===== src/rtl/hw_trap_pkg.sv =====
package hw_trap_pkg;

    localparam int NUM_TRAPS = 5;
    localparam int INSN_W    = 32;
    localparam int OPC_W     = 8;
    localparam int NUM_PROT  = 6;

    // Flag bit positions (software visible)
    localparam int F_UNDEF = 0;
    localparam int F_PROT  = 1;
    localparam int F_OPND  = 2;
    localparam int F_INSN  = 3;
    localparam int F_BUS   = 4;

    typedef logic [NUM_TRAPS-1:0] trap_vec_t;

    typedef enum logic [0:0] {
        TS_IDLE  = 1'b0,
        TS_RAISE = 1'b1
    } ts_state_t;

    typedef enum logic [1:0] {
        RS_CUR  = 2'd0,
        RS_NEXT = 2'd1,
        RS_TGT  = 2'd2
    } ret_src_t;

    // Protected system opcodes: disable watchdog, end of init, idle,
    // power down, software reset, service watchdog.
    localparam logic [OPC_W-1:0] PROT_OPC [NUM_PROT] = '{
        8'hA5, 8'hB5, 8'h87, 8'h97, 8'hB7, 8'hA7
    };

    function automatic ret_src_t pick_src(input trap_vec_t ev);
        ret_src_t s;
        s = RS_NEXT;
        if (ev[F_UNDEF] || ev[F_PROT]) s = RS_CUR;
        else if (ev[F_INSN])           s = RS_TGT;
        else                           s = RS_NEXT;
        return s;
    endfunction

endpackage


===== src/rtl/hw_trap_decode.sv =====
module hw_trap_decode
    import hw_trap_pkg::*;
(
    input  logic [INSN_W-1:0] instr_word,
    output logic              undef_opc,
    output logic              prot_fault
);

    localparam int HALF_W = INSN_W / 2;

    logic [OPC_W-1:0]  opc;
    logic [OPC_W-1:0]  chk_byte;
    logic [HALF_W-1:0] second_word;
    logic [NUM_PROT-1:0] hit;
    logic              is_prot;
    logic              enc_ok;

    assign opc         = instr_word[OPC_W-1:0];
    assign chk_byte    = instr_word[2*OPC_W-1:OPC_W];
    assign second_word = instr_word[INSN_W-1:HALF_W];

    generate
        for (genvar g = 0; g < NUM_PROT; g++) begin : g_prot
            assign hit[g] = (opc == PROT_OPC[g]);
        end
    endgenerate

    always_comb begin
        is_prot   = |hit;
        enc_ok    = (chk_byte == ~opc) && (second_word == {opc, opc});
        undef_opc = opc[OPC_W-1] && (opc[3:0] == 4'hF);
        prot_fault = is_prot && !enc_ok;
    end

endmodule


===== src/rtl/hw_trap_access_chk.sv =====
module hw_trap_access_chk #(
    parameter int ADDR_W = 24
) (
    input  logic              data_req,
    input  logic              data_is_word,
    input  logic [ADDR_W-1:0] data_addr,
    input  logic              branch_taken,
    input  logic [ADDR_W-1:0] branch_target,
    input  logic              ext_req,
    input  logic              ext_bus_en,
    output logic              opnd_fault,
    output logic              insn_fault,
    output logic              bus_fault
);

    logic unused_addr_hi;
    assign unused_addr_hi = ^{data_addr[ADDR_W-1:1], branch_target[ADDR_W-1:1]};

    always_comb begin
        opnd_fault = data_req && data_is_word && data_addr[0];
        insn_fault = branch_taken && branch_target[0];
        bus_fault  = ext_req && !ext_bus_en;
    end

endmodule


===== src/rtl/hw_trap_flag_reg.sv =====
module hw_trap_flag_reg #(
    parameter int N = 5
) (
    input  logic         clk,
    input  logic         rst_n,
    input  logic [N-1:0] set_mask,
    input  logic         wr_en,
    input  logic [N-1:0] wr_data,
    output logic [N-1:0] flags
);

    logic [N-1:0] clr_mask;
    logic [N-1:0] flags_nx;

    always_comb begin
        clr_mask = wr_en ? ~wr_data : '0;
        flags_nx = (flags & ~clr_mask) | set_mask;
    end

    always_ff @(posedge clk or negedge rst_n) begin
        if (!rst_n) flags <= '0;
        else        flags <= flags_nx;
    end


    sticky_no_write_chk: assert property (@(posedge clk) disable iff (!rst_n)
        !wr_en |=> ((flags & $past(flags)) == $past(flags)));


    one_bits_ignored_chk: assert property (@(posedge clk) disable iff (!rst_n)
        (wr_en && (wr_data == '1)) |=> ((flags & $past(flags)) == $past(flags)));


    set_beats_clear_chk: assert property (@(posedge clk) disable iff (!rst_n)
        (set_mask != '0) |=> ((flags & $past(set_mask)) == $past(set_mask)));

endmodule


===== src/rtl/hw_trap_unit.sv =====
module hw_trap_unit
    import hw_trap_pkg::*;
#(
    parameter int ADDR_W = 24
) (
    input  logic              clk,
    input  logic              rst_n,
    input  logic              instr_valid,
    input  logic [ADDR_W-1:0] cur_addr,
    input  logic [ADDR_W-1:0] next_addr,
    input  logic [31:0]       instr_word,
    input  logic              data_req,
    input  logic              data_is_word,
    input  logic [ADDR_W-1:0] data_addr,
    input  logic              branch_taken,
    input  logic [ADDR_W-1:0] branch_target,
    input  logic              ext_req,
    input  logic              ext_bus_en,
    input  logic              flag_wr_en,
    input  logic [4:0]        flag_wr_data,
    output logic              trap_req,
    output logic [ADDR_W-1:0] ret_addr,
    output logic [4:0]        trap_flags
);

    logic      undef_opc, prot_fault;
    logic      opnd_fault, insn_fault, bus_fault;
    trap_vec_t raw_ev, ev;
    logic      any_ev;
    ret_src_t  src;
    logic [ADDR_W-1:0] ret_nx;
    ts_state_t state, state_nx;

    hw_trap_decode u_decode (
        .instr_word (instr_word),
        .undef_opc  (undef_opc),
        .prot_fault (prot_fault)
    );

    hw_trap_access_chk #(.ADDR_W(ADDR_W)) u_access (
        .data_req      (data_req),
        .data_is_word  (data_is_word),
        .data_addr     (data_addr),
        .branch_taken  (branch_taken),
        .branch_target (branch_target),
        .ext_req       (ext_req),
        .ext_bus_en    (ext_bus_en),
        .opnd_fault    (opnd_fault),
        .insn_fault    (insn_fault),
        .bus_fault     (bus_fault)
    );

    always_comb begin
        raw_ev          = '0;
        raw_ev[F_UNDEF] = undef_opc;
        raw_ev[F_PROT]  = prot_fault;
        raw_ev[F_OPND]  = opnd_fault;
        raw_ev[F_INSN]  = insn_fault;
        raw_ev[F_BUS]   = bus_fault;
        ev              = instr_valid ? raw_ev : '0;
        any_ev          = |ev;
        src             = pick_src(ev);
        unique case (src)
            RS_CUR:  ret_nx = cur_addr;
            RS_TGT:  ret_nx = branch_target;
            default: ret_nx = next_addr;
        endcase
    end

    hw_trap_flag_reg #(.N(NUM_TRAPS)) u_flags (
        .clk      (clk),
        .rst_n    (rst_n),
        .set_mask (ev),
        .wr_en    (flag_wr_en),
        .wr_data  (flag_wr_data),
        .flags    (trap_flags)
    );

    // State register
    always_ff @(posedge clk or negedge rst_n) begin
        if (!rst_n) state <= TS_IDLE;
        else        state <= state_nx;
    end

    // Next state
    always_comb begin
        unique case (state)
            TS_IDLE:  state_nx = any_ev ? TS_RAISE : TS_IDLE;
            TS_RAISE: state_nx = any_ev ? TS_RAISE : TS_IDLE;
            default:  state_nx = TS_IDLE;
        endcase
    end

    // Outputs
    always_ff @(posedge clk or negedge rst_n) begin
        if (!rst_n)      ret_addr <= '0;
        else if (any_ev) ret_addr <= ret_nx;
    end

    assign trap_req = (state == TS_RAISE);


    no_trap_when_idle_chk: assert property (@(posedge clk) disable iff (!rst_n)
        !instr_valid |=> !trap_req);


    req_has_flag_chk: assert property (@(posedge clk) disable iff (!rst_n)
        trap_req |-> (trap_flags != '0));


    odd_branch_flag_chk: assert property (@(posedge clk) disable iff (!rst_n)
        (instr_valid && branch_taken && branch_target[0]) |=> (trap_req && trap_flags[F_INSN]));


    branch_ret_chk: assert property (@(posedge clk) disable iff (!rst_n)
        (instr_valid && insn_fault && !undef_opc && !prot_fault) |=> (ret_addr == $past(branch_target)));

endmodule


===== config.mk =====
export PLATFORM = sky130hd
export DESIGN_NAME = hw_trap_unit
export DESIGN_NICKNAME = d
export VERILOG_FILES = /design/src/rtl/hw_trap_pkg.sv /design/src/rtl/hw_trap_decode.sv /design/src/rtl/hw_trap_access_chk.sv /design/src/rtl/hw_trap_flag_reg.sv /design/src/rtl/hw_trap_unit.sv
export SDC_FILE = /design/constraint.sdc
export NUM_CORES = 1
export LEC_CHECK = 0
export BUFFER_PORTS_ARGS = -buffer_cell sky130_fd_sc_hd__buf_2
export CELL_PAD_IN_SITES_DETAIL_PLACEMENT = 1
export CELL_PAD_IN_SITES_GLOBAL_PLACEMENT = 1
export CORE_MARGIN = 2
export CORE_UTILIZATION = 25
export CTS_BUF_LIST = sky130_fd_sc_hd__clkbuf_4 sky130_fd_sc_hd__clkbuf_8 sky130_fd_sc_hd__clkbuf_16
export CTS_CLUSTER_DIAMETER = 100
export DETAILED_ROUTE_END_ITERATION = 16
export PLACE_DENSITY_LB_ADDON = 0.08
export SLEW_MARGIN = 40
export SYNTH_ARGS = -nofsm -noshare
export SYNTH_HDL_FRONTEND = slang
export SYNTH_HIERARCHICAL = 1
export SYNTH_SLANG_ARGS = --single-unit
export TNS_END_PERCENT = 50

===== constraint.sdc =====
create_clock -name clk -period 0.8 [get_ports clk]
set_input_delay 0.04 -clock clk [delete_from_list [all_inputs] [get_ports clk]]
set_output_delay 0.04 -clock clk [all_outputs]
set_load 0.005 [all_outputs]

==> run summary <==
fin worst setup slack -> -0.893 ns
Syn Nets -> 361
Worst EP required -> 0.97 ns
Min Hold Slack -> 0.0263 ns
CTS Buf Count -> 5
ANT cells -> 0
Routed WL -> 7830 um
placed insts -> 481
clk root buf -> clkbuf_8
Final #Nets -> 541
antenna-violating nets left -> 0
Least-Margin Pin Slew -> 0.307 ns
Mean Syn Cell Area -> 8.87 sq um
Static Leak -> 0.00172 uW
H-tree levels -> 2
achievable clock frequency -> 0.591 GHz
sequential share of power -> 39.5%
CP endpoint kind -> flip-flop
die area -> 8490 sq um
clock insertion delay at the later pin of the skew report -> 0.28 ns
gpl congestion -> 0.743
failing checks -> setup timing
status -> finished, violations left
CP startpoint kind -> input port
clk sinks -> 30
hpwl dp -> 5740 um
all-layer global routing usage -> 19.4%
Wirelength per Cell -> 15.6 um
combinational power share -> 33.1%
pwr/cell area -> 1420 nW/um^2
Worst-path clk slew -> 0.07 ns
final setup fails -> 55
Clock Path Buffers -> 2
largest net degree at the start of global routing -> 31
Post-synth EDFFs -> 0
Worst Hold Class -> in -> reg
Yosys Warn Count -> 6
Fin. Hold Viols -> 0
Sw Pwr -> 1460 uW
fin crit period -> 1.69 ns
vias in the first global route -> 2658
sequential element share of the synthesized area -> 38.7%
total gr overflow -> 0
area added between synthesis and finish -> 76.4%
Final Power -> 4850 uW
maxcap violations -> 0
Sw Share -> 30.0%
first drt pass iteration count -> 4
Die Width -> 92.1 um
Filler cells -> 954
Ports -> 172
Syn Inst Count -> 219
initial antenna violation count -> 0
global-route wire length before repair -> 13000 um
Tcrit/Tclk final -> 212%
max-slew violation count -> 0
synth unique cells -> 41
internal power -> 3400 uW
worst-path maximum fanout -> 5
detailed-route via count -> 2423
dominant synthesized flop cell -> dfrtp_1
Arrival @ worst endpoint -> 1.87 ns
clock network power share -> 27.4%
FFs w/ async S/R, synth -> 100%
Die Y -> 92.1 um
row count -> 32
Yosys reg bits -> 30
Core ar. -> 7610 sq um
Initial Util -> 25.5%
Worst slew margin -> 79.6%
Buffers on Ports -> 148
fin cells -> 502
vias per inst -> 4.83
layout cells sized above 1 -> 56.3%
CTS tree -> yes
drt drc -> 0
RSZ-0062 raised after global routing -> true
Setup CP Type -> in -> reg
Worst Skew -> 0 ns
Post-Syn Area -> 1940 sq um
maximum vdd drop -> 0.610 mV
Detailed Route Iter0 Violations -> 46
-- critical path: stages --
cell       delay, ns
buf_6           0.09
or3b_4          0.38
a221oi_2        0.28
a31oi_1         0.13
buf_4           0.18
buf_6           0.13
or4b_1          0.45
o21ai_1         0.09
o2bb2ai_1       0.09
-- path summary, 6_finish.rpt --
check                                      start               end  slack, ns  depth (start not counted)
min in group asynchronous                  rst_n  u_flags/flags[1]       0.23                          3
worst min-delay path                cur_addr[17]      ret_addr[17]       0.03                          3
worst min register to register  u_flags/flags[1]  u_flags/flags[1]       0.47                          1
worst max register to register      ret_addr[13]      ret_addr[13]       0.07                          2
worst max-delay path               instr_word[0]      ret_addr[18]      -0.89                          9
max in group asynchronous                  rst_n       ret_addr[3]       0.38                          3
-- cells in the final DEF (no fill, tap or decap), drive strengths merged --
cell type,count
o22ai,2
a221oi,2
or4,1
o41ai,1
nand2b,5
nor2b,1
a21oi,6
or3b,4
nand3b,4
inv,19
nand2,19
nand4,1
and3,4
o31a,1
dfrtp,30
nor4b,1
clkbuf,8
nand3,19
nor2,3
o21ai,25
or4b,6
clkinv,1
and4b,1
a21o,5
xor2,4
a31oi,1
buf,185
dlygate4sd3,1
nor3,3
nor4,1
o21a,1
or2,1
a32oi,18
o2bb2ai,6
xnor2,3
o31ai,1
and2,6
-- per-stage QoR --
step | TNS, ns | instance area, sq um | util [%] | setup slack, ns
final | -23.08 | 3430 | 45.0 | -0.893
after global routing | -27.59 | 3430 | 45.0 | -1.04
after CTS | -23.34 | 3330 | 43.8 | -0.885
after detailed placement | -31.69 | 3000 | 39.5 | -1.24
after global placement | -31.08 | 3000 | 39.5 | -1.19
after floorplan | -27.28 | 1950 | - | -1.08
-- flip-flops by register name, summed over array words and instances (netlist names) --
register,count
u_flags/flags,5
ret_addr,24
trap_req,1
-- per-layer routing --
layer | global-route usage, % | vias to the layer above | part of all wire, %
li1 | - | 1170 | -
met3 | 3.78 | 5 | 5.9
met4 | 4.48 | 0 | 0.97
met5 | 0 | - | 0
met1 | 25.1 | 1158 | 45
met2 | 33.6 | 90 | 48
-- cell families (layout without fill, tap and decap cells) --
family | count (synthesis) | count (layout) | share of synthesized area [%]
AOI/OAI and AO/OA | 69 | 69 | 26.3
xor gates and xnor gates | 7 | 7 | 3.16
buffers and inverters | 33 | 214 | 7.92
DFF | 30 | 30 | 38.7
and+or+nand+nor | 80 | 80 | 24.0
-- synthesized netlist by cell type, types with 4 or more instances --
master,n,area share (%)
and3_1,4,1.3
or3b_1,4,1.8
o21ai_1,5,1.3
a21o_1,5,1.9
dfrtp_1,30,39
a32oi_1,18,8.1
o21ai_0,20,5.2
or4b_1,6,3.1
nand3b_1,4,1.5
nand3_1,19,4.9
xor2_1,4,1.8
clkbuf_1,4,0.77
a21oi_1,6,1.5
and2_1,6,1.9
nand2_1,19,3.7
o2bb2ai_1,5,2.3
buf_2,6,1.5
inv_1,18,3.5
nand2b_1,5,1.6
-- timing repair --
action / 4_1_cts / 5_1_grt
pin swaps: 28 / 9
cloned: 3 / 1
buffers inserted: 5 / 3
endpoints found under the setup margin: 57 / 58
resized for setup: 46 / 11
hold buffers: 1 / 0
endpoints found under the hold margin: 30 / 0
-- power groups by stage --
stage                     registers [uW]  clock network (uW)  logic [uW]
final                               1920                1330        1610
after global routing                1950                1440        1790
after CTS                           1920                1410        1560
after detailed placement            1940                   0        1410
after global placement              1950                   0        1380
after floorplan                     1960                   0         521
-- cell type report --
type                            instances  area, sq um  area share [%]
Inverter                               19         71.3            2.08
Multi-Input combinational cell        156         1150            33.5
Sequential cell                        30          751            21.9
Tap cell                              102          128            3.73
Timing Repair Buffer                  187         1230            36.0
Clock inverter                          1         5.00           0.146
Clock buffer                            7         90.1            2.63
No activity file was read; power rests on OpenSTA's default activity.
